[config.mk]
export PLATFORM = sky130hd
export DESIGN_NAME = salu_op_guard
export DESIGN_NICKNAME = d
export VERILOG_FILES = /design/src/rtl/salu_chk_pkg.sv /design/src/rtl/salu_op_guard.sv
export SDC_FILE = /design/constraint.sdc
export NUM_CORES = 1
export LEC_CHECK = 0
export BUFFER_PORTS_ARGS = -buffer_cell sky130_fd_sc_hd__buf_2
export CORE_AREA = 2 2 39 41
export DETAILED_ROUTE_END_ITERATION = 8
export DIE_AREA = 0 0 41 43
export HOLD_SLACK_MARGIN = 0.12
export SKIP_CTS_REPAIR_TIMING = 1
export SYNTH_ARGS = -nofsm -noshare
export SYNTH_HDL_FRONTEND = slang
export SYNTH_SLANG_ARGS = --single-unit
[constraint.sdc]
create_clock -name clk -period 0.9 [get_ports clk]
set_clock_uncertainty 0.05 [all_clocks]
set_input_delay 0.18 -clock clk [delete_from_list [all_inputs] [get_ports clk]]
set_output_delay 0.18 -clock clk [all_outputs]
set_load 0.005 [all_outputs]
[src/rtl/salu_chk_pkg.sv]
package salu_chk_pkg;
  localparam int OPW = 3;
  localparam logic [OPW-1:0] OP_ADD = 3'b000;
  localparam logic [OPW-1:0] OP_SUB = 3'b001;

  localparam int NLANES = 3;
  localparam int LANE_A = 0;
  localparam int LANE_B = 1;
  localparam int LANE_Y = 2;

  function automatic logic op_is_checked(logic [OPW-1:0] opc);
    return (opc == OP_ADD) || (opc == OP_SUB);
  endfunction
endpackage

[src/rtl/salu_op_guard.sv]
module salu_op_guard
  import salu_chk_pkg::*;
(
  input  logic           clk,
  input  logic           rst_n,
  input  logic           alu_rst_n,
  input  logic           first_active,
  input  logic [OPW-1:0] op,
  output logic [OPW-1:0] op_word,
  output logic           op_changed
);
  logic [OPW-1:0] op_ref;

  assign op_changed = alu_rst_n && (op != op_ref);

  always_ff @(posedge clk) begin
    if (!rst_n) begin
      op_ref  <= '0;
      op_word <= '0;
    end else begin
      if (!alu_rst_n) op_ref <= op;
      if (first_active) op_word <= op;
    end
  end
endmodule

==> run_results.csv <==
group,metric,value,unit
floorplanning,dieArea,1760,um^2
critical_path,rr_endpoint,"op_word[2]",
place,place_ws,-177,ps
global_route,antenna_found_initial,0,
finish,nNetsFinal,47,
timing,fin_crit_sh,1.48,
cts,h-tree-depth,1,
power_and_ir_drop,power_density,1670,nW/um^2
worst_hold_path,min-delay-path-class,"primary input to register",
floorplanning,start_util,0.183,
synthesis,netlist-cell-type-count,5,
routing,wl_per_cell,9.41,um
worst_hold_path,hold_path_end,"op_ref[2]",
finish,final_cell_mix,"9 x buf_2, 6 x mux2i_1, 6 x nor2b_1",
routing,drc,0,
routing,drtAntennaViolNets,0,
critical_path,critPathSlowestCell,"dfxtp_2",
global_route,track_usage,0.0796,
floorplanning,rows,14,
cts,clk_latency,240,ps
floorplanning,die_w,41,um
critical_path,rr_startpoint,"op_word[2]",
timing,rsz0062_at_grt,"true",
floorplanning,boundaryPins,11,
finish,final_common_cell,"buf_2",
cts,cts.clk_slew.worst_paths,50,ps
synthesis,yosys_warnings,0,
global_route,first_global_vias,219,
routing,drt-initial-drc-count,3,
power_and_ir_drop,p_leak,0.000187,uW
critical_path,criticalPathCategory,"register to output port",
synthesis,avgSynthCellArea,11.5,um^2
finish,instances_no_fill,54,
critical_path,critPathLaunchType,"register",
routing,vias,206,
synthesis,synth.area.top_cells,"dfxtp_1 48%, mux2i_1 24%, nor2b_1 15%",
floorplanning,core-area,1380,um^2
synthesis,synth_area,253,um^2
global_route,overflow,0,
synthesis,synth_top_area_share,0.475,
critical_path,max_stage_delay,320,ps
cts,cts_inserted_buffers,3,
finish,fillers,153,
synthesis,synth_top_area_cell,"dfxtp_1",
power_and_ir_drop,ir_drop,506,uV
critical_path,r2r_cells,2,
synthesis,syn_nets,29,
timing,layout_setup_ws,-433,ps
status,status,"finished with violations",
cts,cts.path.max_buffers,2,
worst_hold_path,holdCritStartpoint,"rst_n",
critical_path,crit_arrival,1100,ps
finish,layout-drive-gt1-share,0.526,
status,violations,"negative setup slack",
finish,design_area,379,um^2
timing,timing.fmax,750,MHz
cts,root_buffer,"clkbuf_4",
place,post_dp_cell_area,345,um^2
worst_hold_path,hold_depth,2,
timing,worstMarginPinSlew,121,ps
routing,vias_per_cell,3.81,
floorplanning,die_h,43,um
synthesis,synthCells,22,
routing,drt_wl_total,508,um
timing,max_slew_margin,0.917,
cts,tritoncts,"yes",
critical_path,required,670,ps
routing,dr.pass1.iters,2,
timing,setup_viol,2,
flow_run,max_cap_viol_count,0,
place,placed_cells,51,
cts,cts.sinks,6,
timing,timing.setup.tns,-433,ps
timing,period_needed,1330,ps
critical_path,endpoint_kind,"output port",
critical_path,crit_path_max_fanout,2,
critical_path,crit_chain,"xor2_1, o31a_1, buf_2",
synthesis,ys_seq_area_frac,0.475,
global_route,grt_max_degree,7,
timing,hold_violations,0,
place,io_buffers,10,
finish,syn_to_final_growth,50.0,%
critical_path,rrSetupSlack,240,ps
timing,finalMaxSlewViolations,0,
critical_path,crit_path_start,"op_ref[2]",
finish,diodes,0,
global_route,grt_pass1_wl,876,um
place,routabilityCongestion,0.666,
place,dp_hpwl,374,um
synthesis,ys_seq_elements,6,
==> worst max-delay path by stage <==
| stage | end | slack (ps) | depth (start not counted) |
|---|---|---|---|
| finish | op_changed | -430 | 3 |
| global route | op_changed | -480 | 3 |
| CTS | op_changed | -450 | 3 |
| detailed placement | op_changed | -180 | 3 |
| global placement | op_changed | -170 | 4 |
| floorplan | op_changed | -50 | 2 |
==> critical path, delay by kind of cell, from the launching register on <==
family | cells | cell delay [ps]
flops | 1 | 320
buf+inv | 1 | 120
xor+xnor | 1 | 130
compound gates | 1 | 280
==> routing by layer <==
layer  part of all wire  vias up  global-route usage
met1               0.54       89               0.104
li1                   -      106                   -
met3               0.11        0              0.0471
met4                  0        0              0.0600
met5                  0        -                   0
met2               0.35       11              0.0906
==> synth_stat cells <==
cell and count:
o31a_1 1, nor2b_1 6, dfxtp_1 6, xor2_1 3
mux2i_1 6
==> cells by family (layout without fill, tap and decap cells) <==
group                  after synthesis  in the layout  share of synthesized area
multiplexers                         6              6                      0.238
flip-flops                           6              6                      0.475
AND/OR/NAND/NOR                      6              6                      0.149
XOR/XNOR                             3              3                      0.104
AO/OA/AOI/OAI                        1              1                     0.0347
buffers and inverters                0             16                          0
==> sequential cells by signal, summed over array words and instances, names as in the netlist <==
signal,count
op_ref,3
op_word,3
==> per-stage QoR <==
stage / hold WS (ps) / util / total power (uW)
after floorplan: 258 / - / 335
after global placement: 411 / 0.250 / 385
after detailed placement: 412 / 0.250 / 386
after CTS: 155 / 0.266 / 642
after global routing: 172 / 0.274 / 681
final: 161 / 0.274 / 632
==> power by group <==
| part | switching, uW | leakage (uW) | internal [uW] |
|---|---|---|---|
| registers | 9.49 | 0.0000510 | 285 |
| logic | 36.3 | 0.000122 | 55.4 |
| clock network | 95.7 | 0.0000138 | 151 |
==> final cells by class <==
cell class	instances	area [um^2]	area share
multi-input cells	16	133	0.350
flip-flops and latches	6	125	0.330
repair buffers	13	78.8	0.208
clock buffers	3	22.5	0.0594
well taps	16	20.0	0.0528
Note: power is estimated with default switching activity, not from simulation.
